## config.mk

```make
export PLATFORM = sky130hd
export DESIGN_NAME = async_tx
export DESIGN_NICKNAME = d
export VERILOG_FILES = /design/src/rtl/async_tx_pkg.sv /design/src/rtl/async_tx_hold.sv /design/src/rtl/async_tx_select.sv /design/src/rtl/async_tx_shift.sv /design/src/rtl/async_tx.sv
export SDC_FILE = /design/constraint.sdc
export NUM_CORES = 1
export LEC_CHECK = 0
export ABC_AREA = 1
export ABC_CLOCK_PERIOD_IN_PS = 2110
export CORE_MARGIN = 1
export CORE_UTILIZATION = 29
export CTS_CLUSTER_DIAMETER = 120
export CTS_CLUSTER_SIZE = 8
export DETAILED_ROUTE_END_ITERATION = 12
export DONT_BUFFER_PORTS = 1
export PLACE_DENSITY = 0.54
export SLEW_MARGIN = 25
export SYNTH_ARGS = -nofsm -noshare
export SYNTH_HDL_FRONTEND = slang
export SYNTH_SLANG_ARGS = --single-unit
export TNS_END_PERCENT = 50
```

## constraint.sdc

```tcl
create_clock -name clk_i -period 2.11 [get_ports clk_i]
set_clock_uncertainty 0.05 [all_clocks]
set_input_delay 0.1055 -clock clk_i [delete_from_list [all_inputs] [get_ports clk_i]]
set_output_delay 0.1055 -clock clk_i [all_outputs]
set_load 0.03 [all_outputs]
```

## src/rtl/async_tx_pkg.sv

```systemverilog
package async_tx_pkg;
  typedef enum logic [1:0] {
    FRM_NONE = 2'd0,
    FRM_PRE  = 2'd1,
    FRM_BRK  = 2'd2,
    FRM_DATA = 2'd3
  } frame_kind_e;
endpackage

```

## src/rtl/async_tx_hold.sv

```systemverilog
module async_tx_hold #(
  parameter int unsigned DATA_W = 9
) (
  input  logic              clk_i,
  input  logic              rst_ni,
  input  logic              wr_i,
  input  logic [DATA_W-1:0] wdata_i,
  input  logic              take_i,
  output logic [DATA_W-1:0] data_o,
  output logic              full_o
);
  logic [DATA_W-1:0] data_q;
  logic              full_q;

  // a write wins over a same-cycle take: old data leaves, new data stays
  always_ff @(posedge clk_i or negedge rst_ni) begin
    if (!rst_ni) begin
      data_q <= '0;
      full_q <= 1'b0;
    end else if (wr_i) begin
      data_q <= wdata_i;
      full_q <= 1'b1;
    end else if (take_i) begin
      full_q <= 1'b0;
    end
  end

  assign data_o = data_q;
  assign full_o = full_q;

  assert_write_fills_R2: assert property (@(posedge clk_i) disable iff (!rst_ni)
    wr_i |=> full_o);
  assert_take_empties_R3: assert property (@(posedge clk_i) disable iff (!rst_ni)
    take_i && !wr_i |=> !full_o);
  assert_take_needs_data_R3: assert property (@(posedge clk_i) disable iff (!rst_ni)
    take_i |-> full_o);
endmodule

```

## src/rtl/async_tx_select.sv

```systemverilog
module async_tx_select
  import async_tx_pkg::*;
#(
  parameter int unsigned DATA_W   = 9,
  parameter int unsigned NARROW_W = 8,
  localparam int unsigned FRAME_W = DATA_W + 2,
  localparam int unsigned CNT_W   = $clog2(FRAME_W + 1)
) (
  input  logic               tx_en_i,
  input  logic               pre_req_i,
  input  logic               brk_i,
  input  logic               full_i,
  input  logic               wide_i,
  input  logic [DATA_W-1:0]  data_i,
  output frame_kind_e        kind_o,
  output logic [FRAME_W-1:0] frame_o,
  output logic [CNT_W-1:0]   len_o
);
  localparam int unsigned PAD_W = FRAME_W - NARROW_W - 1;

  logic [FRAME_W-1:0] wide_frm, narrow_frm;

  assign wide_frm   = {1'b1, data_i, 1'b0};
  assign narrow_frm = {{PAD_W{1'b1}}, data_i[NARROW_W-1:0], 1'b0};
  assign len_o      = wide_i ? CNT_W'(FRAME_W) : CNT_W'(NARROW_W + 2);

  // priority: preamble, then break, then held data
  always_comb begin
    kind_o  = FRM_NONE;
    frame_o = '1;
    if (tx_en_i) begin
      if (pre_req_i) begin
        kind_o  = FRM_PRE;
        frame_o = '1;
      end else if (brk_i) begin
        kind_o  = FRM_BRK;
        frame_o = '0;
      end else if (full_i) begin
        kind_o  = FRM_DATA;
        frame_o = wide_i ? wide_frm : narrow_frm;
      end
    end
  end
endmodule

```

## src/rtl/async_tx_shift.sv

```systemverilog
module async_tx_shift
  import async_tx_pkg::*;
#(
  parameter int unsigned FRAME_W = 11,
  localparam int unsigned CNT_W  = $clog2(FRAME_W + 1)
) (
  input  logic               clk_i,
  input  logic               rst_ni,
  input  logic               tick_i,
  input  frame_kind_e        kind_i,
  input  logic [FRAME_W-1:0] frame_i,
  input  logic [CNT_W-1:0]   len_i,
  output logic               txd_o,
  output logic               active_o,
  output logic               start_o,
  output logic               stop_o
);
  logic [FRAME_W-1:0] sh_q;
  logic [CNT_W-1:0]   cnt_q;
  logic               slot_free;

  // slot frees on the tick that ends the last bit, so frames chain gaplessly
  assign slot_free = tick_i && (cnt_q <= CNT_W'(1));
  assign start_o   = slot_free && (kind_i != FRM_NONE);
  assign stop_o    = tick_i && (cnt_q == CNT_W'(1)) && (kind_i == FRM_NONE);
  assign active_o  = (cnt_q != '0);
  assign txd_o     = active_o ? sh_q[0] : 1'b1;

  always_ff @(posedge clk_i or negedge rst_ni) begin
    if (!rst_ni) begin
      sh_q  <= '1;
      cnt_q <= '0;
    end else if (tick_i) begin
      if (cnt_q > CNT_W'(1)) begin
        sh_q  <= {1'b1, sh_q[FRAME_W-1:1]};
        cnt_q <= cnt_q - CNT_W'(1);
      end else if (kind_i != FRM_NONE) begin
        sh_q  <= frame_i;
        cnt_q <= len_i;
      end else begin
        cnt_q <= '0;
      end
    end
  end

  assert_step_on_tick_R3: assert property (@(posedge clk_i) disable iff (!rst_ni)
    !tick_i |=> $stable(cnt_q) && $stable(sh_q));
  assert_idle_line_high_R1: assert property (@(posedge clk_i) disable iff (!rst_ni)
    !active_o |-> txd_o);
  assert_len_bound_R4: assert property (@(posedge clk_i) disable iff (!rst_ni)
    cnt_q <= CNT_W'(FRAME_W));
endmodule

```

## src/rtl/async_tx.sv

```systemverilog
module async_tx
  import async_tx_pkg::*;
#(
  parameter int unsigned DATA_W   = 9,
  parameter int unsigned NARROW_W = 8,
  localparam int unsigned FRAME_W = DATA_W + 2,
  localparam int unsigned CNT_W   = $clog2(FRAME_W + 1)
) (
  input  logic              clk_i,
  input  logic              rst_ni,
  input  logic              bit_tick_i,
  input  logic              tx_en_i,
  input  logic              wide_i,
  input  logic              brk_i,
  input  logic              wr_i,
  input  logic [DATA_W-1:0] wdata_i,
  input  logic              empty_ie_i,
  input  logic              done_ie_i,
  output logic              txd_o,
  output logic              empty_o,
  output logic              done_o,
  output logic              empty_irq_o,
  output logic              done_irq_o
);
  logic               en_q, pre_q, pre_req, done_q;
  logic               full, take, active, start, stop;
  logic [DATA_W-1:0]  hold_data;
  frame_kind_e        kind;
  logic [FRAME_W-1:0] frame;
  logic [CNT_W-1:0]   len;

  assign pre_req = tx_en_i && (pre_q || !en_q);
  assign take    = start && (kind == FRM_DATA);

  always_ff @(posedge clk_i or negedge rst_ni) begin
    if (!rst_ni) begin
      en_q   <= 1'b0;
      pre_q  <= 1'b0;
      done_q <= 1'b1;
    end else begin
      en_q  <= tx_en_i;
      pre_q <= pre_req && !(start && kind == FRM_PRE);
      if (start || wr_i) done_q <= 1'b0;
      else if (stop)     done_q <= 1'b1;
    end
  end

  async_tx_hold #(.DATA_W(DATA_W)) u_hold (
    .clk_i   (clk_i),
    .rst_ni  (rst_ni),
    .wr_i    (wr_i),
    .wdata_i (wdata_i),
    .take_i  (take),
    .data_o  (hold_data),
    .full_o  (full)
  );

  async_tx_select #(.DATA_W(DATA_W), .NARROW_W(NARROW_W)) u_sel (
    .tx_en_i   (tx_en_i),
    .pre_req_i (pre_req),
    .brk_i     (brk_i),
    .full_i    (full),
    .wide_i    (wide_i),
    .data_i    (hold_data),
    .kind_o    (kind),
    .frame_o   (frame),
    .len_o     (len)
  );

  async_tx_shift #(.FRAME_W(FRAME_W)) u_shift (
    .clk_i    (clk_i),
    .rst_ni   (rst_ni),
    .tick_i   (bit_tick_i),
    .kind_i   (kind),
    .frame_i  (frame),
    .len_i    (len),
    .txd_o    (txd_o),
    .active_o (active),
    .start_o  (start),
    .stop_o   (stop)
  );

  assign empty_o     = !full;
  assign done_o      = done_q;
  assign empty_irq_o = empty_o && empty_ie_i;
  assign done_irq_o  = done_o && done_ie_i;

  assert_done_means_idle_R8: assert property (@(posedge clk_i) disable iff (!rst_ni)
    done_o |-> !active);
  assert_disable_finishes_R9: assert property (@(posedge clk_i) disable iff (!rst_ni)
    active && !tx_en_i |=> active || done_o || $past(wr_i));
  assert_no_data_while_off_R9: assert property (@(posedge clk_i) disable iff (!rst_ni)
    !tx_en_i |-> !start);
endmodule

```

==> key figures <==
Power
  • Clock power share: 18.9%
  • Sw frac: 39.3%
  • Sequential share of power: 38.2%
  • Peak supply drop: 0.460 mV
  • Comb pwr share: 42.9%
  • Power Internal: 0.00138 W
  • Pwr Density: 1230 nW/um^2
  • Leakage power figure: 0.997 nW
  • Psw: 0.000892 W

Place
  • GPL Wtd Cong: 0.774
  • Dpl ws: 0.384 ns
  • Post-DP HPWL: 2210 um
  • Port bufs: 0
  • Placed inst area: 1600 sq um

Route
  • Routed WL: 3180 um
  • Routed vias: 1,284
  • TritonRoute pass-1 iters: 4
  • DRC: 0
  • Routed WL per cell: 10.5 um
  • Starting DRT DRC Count: 55
  • Post-route ant nets: 0
  • Routed vias/inst: 4.24

STA
  • Period utilisation layout: 82.5%
  • Slew @ Worst Pin: 0.534 ns
  • Final setup fails: 0
  • Fmax: 0.575 GHz
  • RSZ-0062 raised after global routing: no
  • Final hold viol count: 0
  • Setup slack after layout: 0.370 ns
  • Tmin final: 1.74 ns
  • Setup Total Neg Slack: 0 ns
  • Max-slew violation count: 0
  • Rel. slew slack: 64.3%

Clock network
  • H-Tree Depth: 1
  • Post-CTS setup buffer count: 0
  • Clk sinks: 28
  • Clk_lat worst skew: 0.28 ns
  • Root buf cell: clkbuf_8
  • Worst-path clk slew: 0.10 ns
  • CTS buffer count: 3
  • Clock Path Buffers: 2
  • CTS tree: done

Cells and area
  • Final core utilization: 36.1%
  • Area Growth Syn to Fin: 19.5%
  • Finished layout cell area: 1850 sq um
  • Diode count: 0
  • Nets: 255
  • Layout cells sized above 1: 12.4%

Floorplanning
  • Die X-Extent: 75.0 um
  • Rows: 26
  • Initial core utilization: 30.2%
  • Core area: 5110 sq um
  • Die area: 5620 sq um
  • Die Y: 75.0 um
  • Io pins: 23

Logic synthesis
  • Mapped Cells: 216
  • Fraction of synthesized area in multiplexers: 0%
  • Syn Nets: 237
  • Post-Synth XOR/XNOR Area: 0.567%
  • Post-synthesis adder-cell area fraction: 2.43%
  • Synth cell types: 25
  • Post-Syn Area per Cell: 7.15 sq um
  • Compound-Gate Fraction of Synth Area: 3.89%
  • Combinational family with the most area after synthesis: simple AND/OR/NAND/NOR gates
  • Register area share after synthesis: 46.4%
  • Synth Area in Simple Gates: 37.4%
  • Post-Syn Area: 1540 sq um
  • Yosys warning count: 0
  • Yosys reg bits: 28

Worst setup path
  • Most common cell on crit path: nand2_1
  • Largest fanout on the critical path: 15
  • CP required: 2.24 ns
  • CP Launch Point: u_shift.cnt_q[0]
  • Crit Path Class: reg -> reg
  • Reg-to-reg endpoint: u_shift.cnt_q[3]
  • Crit path to: u_shift.cnt_q[3]
  • Reg2reg setup slack: 0.37 ns
  • Worst path cell trace: inv_1 > ha_1 > nor2_1 > nor2_4 > nand3_2 > nand2_4 > inv_2 > nand2_1 > nand2_1
  • R2R depth: 9
  • Worst Setup Start Kind: register
  • Crit-path slowest cell: dfrtp_1
  • Critical R2R Launch: u_shift.cnt_q[0]
  • Max stage delay on crit path: 0.41 ns
  • WP data arrival: 1.87 ns
  • CP Capture Type: register

GRT
  • Total track usage: 13.4%
  • Initial antenna violation count: 0
  • First-pass GRT wire length: 5640 um
  • Vias in the first global route: 1,221
  • Largest net degree at the start of global routing: 29
  • Remaining Overflow, GRT: 0

Outcome
  • Status: finished, final reports clean

Hold path
  • Worst hold path class: in -> reg

Job
  • Maxcap violations: 0
worst min-delay path by stage:
stage / start / to / slack [ns] / cells past startpoint
2_1_floorplan: rst_ni / en_q / -0.24 / 0
3_3_place_gp: rst_ni / en_q / -0.24 / 0
3_5_place_dp: rst_ni / pre_q / -0.24 / 0
4_1_cts: bit_tick_i / u_shift.cnt_q[2] / 0.02 / 4
5_1_grt: wr_i / u_hold.full_o / 0.08 / 2
6_report: bit_tick_i / u_shift.cnt_q[2] / 0.02 / 4
cells by family (layout without fill, tap and decap cells):
family / after synthesis / count (layout)
xor+xnor: 1 / 1
simple gates: 142 / 142
fa+ha+maj: 3 / 3
compound gates: 10 / 10
buf+inv: 32 / 49
flops: 28 / 28
power groups by stage:
stage | registers, W | logic (W) | clock network, W
floorplan | 0.000858 | 0.000804 | 0
global placement | 0.000880 | 0.000951 | 0
detailed placement | 0.000877 | 0.000944 | 0
CTS | 0.000868 | 0.000991 | 0.000452
global route | 0.000887 | 0.00116 | 0.000470
finish | 0.000868 | 0.000975 | 0.000429
final cells by class:
| class | instances | area [sq um] |
|---|---|---|
| Timing Repair Buffer | 18 | 185 |
| Clock buffer | 3 | 41.3 |
| Sequential cell | 28 | 716 |
| Clock inverter | 1 | 30.0 |
| Inverter | 27 | 101 |
| Tap cell | 70 | 87.6 |
| Multi-Input combinational cell | 156 | 684 |
| Fill cell | 558 | 3260 |
metrics by stage:
stage	hold slack (ns)	total power, W	instances
4_1_cts	0.0170	0.00231	303
6_report	0.0225	0.00227	303
3_5_place_dp	-0.239	0.00182	283
2_1_floorplan	-0.240	0.00166	216
5_1_grt	0.0783	0.00251	303
3_3_place_gp	-0.240	0.00183	283
critical path, delay by kind of cell, from the launching register on:
family        cells  cell delay [ns]
buf+inv           2             0.26
simple gates      6             0.68
flops             1             0.41
fa+ha+maj         1             0.23
layout by cell type, fill, tap and decap left out:
cell type      instances
a21oi_1                2
nand3_2                1
nor3_1                 1
bufinv_16              1
o21ai_2                2
clkinv_1               1
dfrtp_1               16
clkbuf_8               3
nand2_2                1
buf_12                 1
inv_2                  3
nand2_4                1
a21o_1                 1
inv_1                 23
nand3_1               10
o21ai_0                3
xor2_1                 1
nor2_1                10
dlygate4sd3_1         15
buf_4                  2
ha_1                   3
dfstp_2               12
nand2_1              116
o21ai_1                2
nor2_4                 2
registers in the layout, indices dropped and copies added (netlist names):
signal and count:
done_o 1, en_q 1, pre_q 1, u_hold.data_o 9, u_hold.full_o 1, u_shift.cnt_q 4, u_shift.sh_q 11
layer usage:
metal	track usage, %	vias to the layer above	wire [um]
li1	-	680	-
met1	17.8	583	1510
met2	22.1	19	1530
met3	3.21	2	123
met4	3.14	0	23
met5	0	-	0
synthesized netlist by cell type (all sizes together):
cell | n | area share [%]
xor2 | 1 | 0.57
a21o | 1 | 0.49
clkbuf | 1 | 0.24
buf | 4 | 2.5
dfrtp | 16 | 26
nand3 | 11 | 3.9
nor2 | 12 | 3.9
nor3 | 1 | 0.32
nand2 | 118 | 29
dfstp | 12 | 20
inv | 26 | 6.3
a21oi | 2 | 0.65
o21ai | 7 | 2.8
ha | 3 | 2.4
clkinv | 1 | 0.24
timing repair:
action / 4_1_cts / 5_1_grt
hold endpoints to repair: 46 / 0
resized for setup: 0 / 0
hold buffers: 16 / 0
Note: power is estimated with default switching activity, not from simulation.
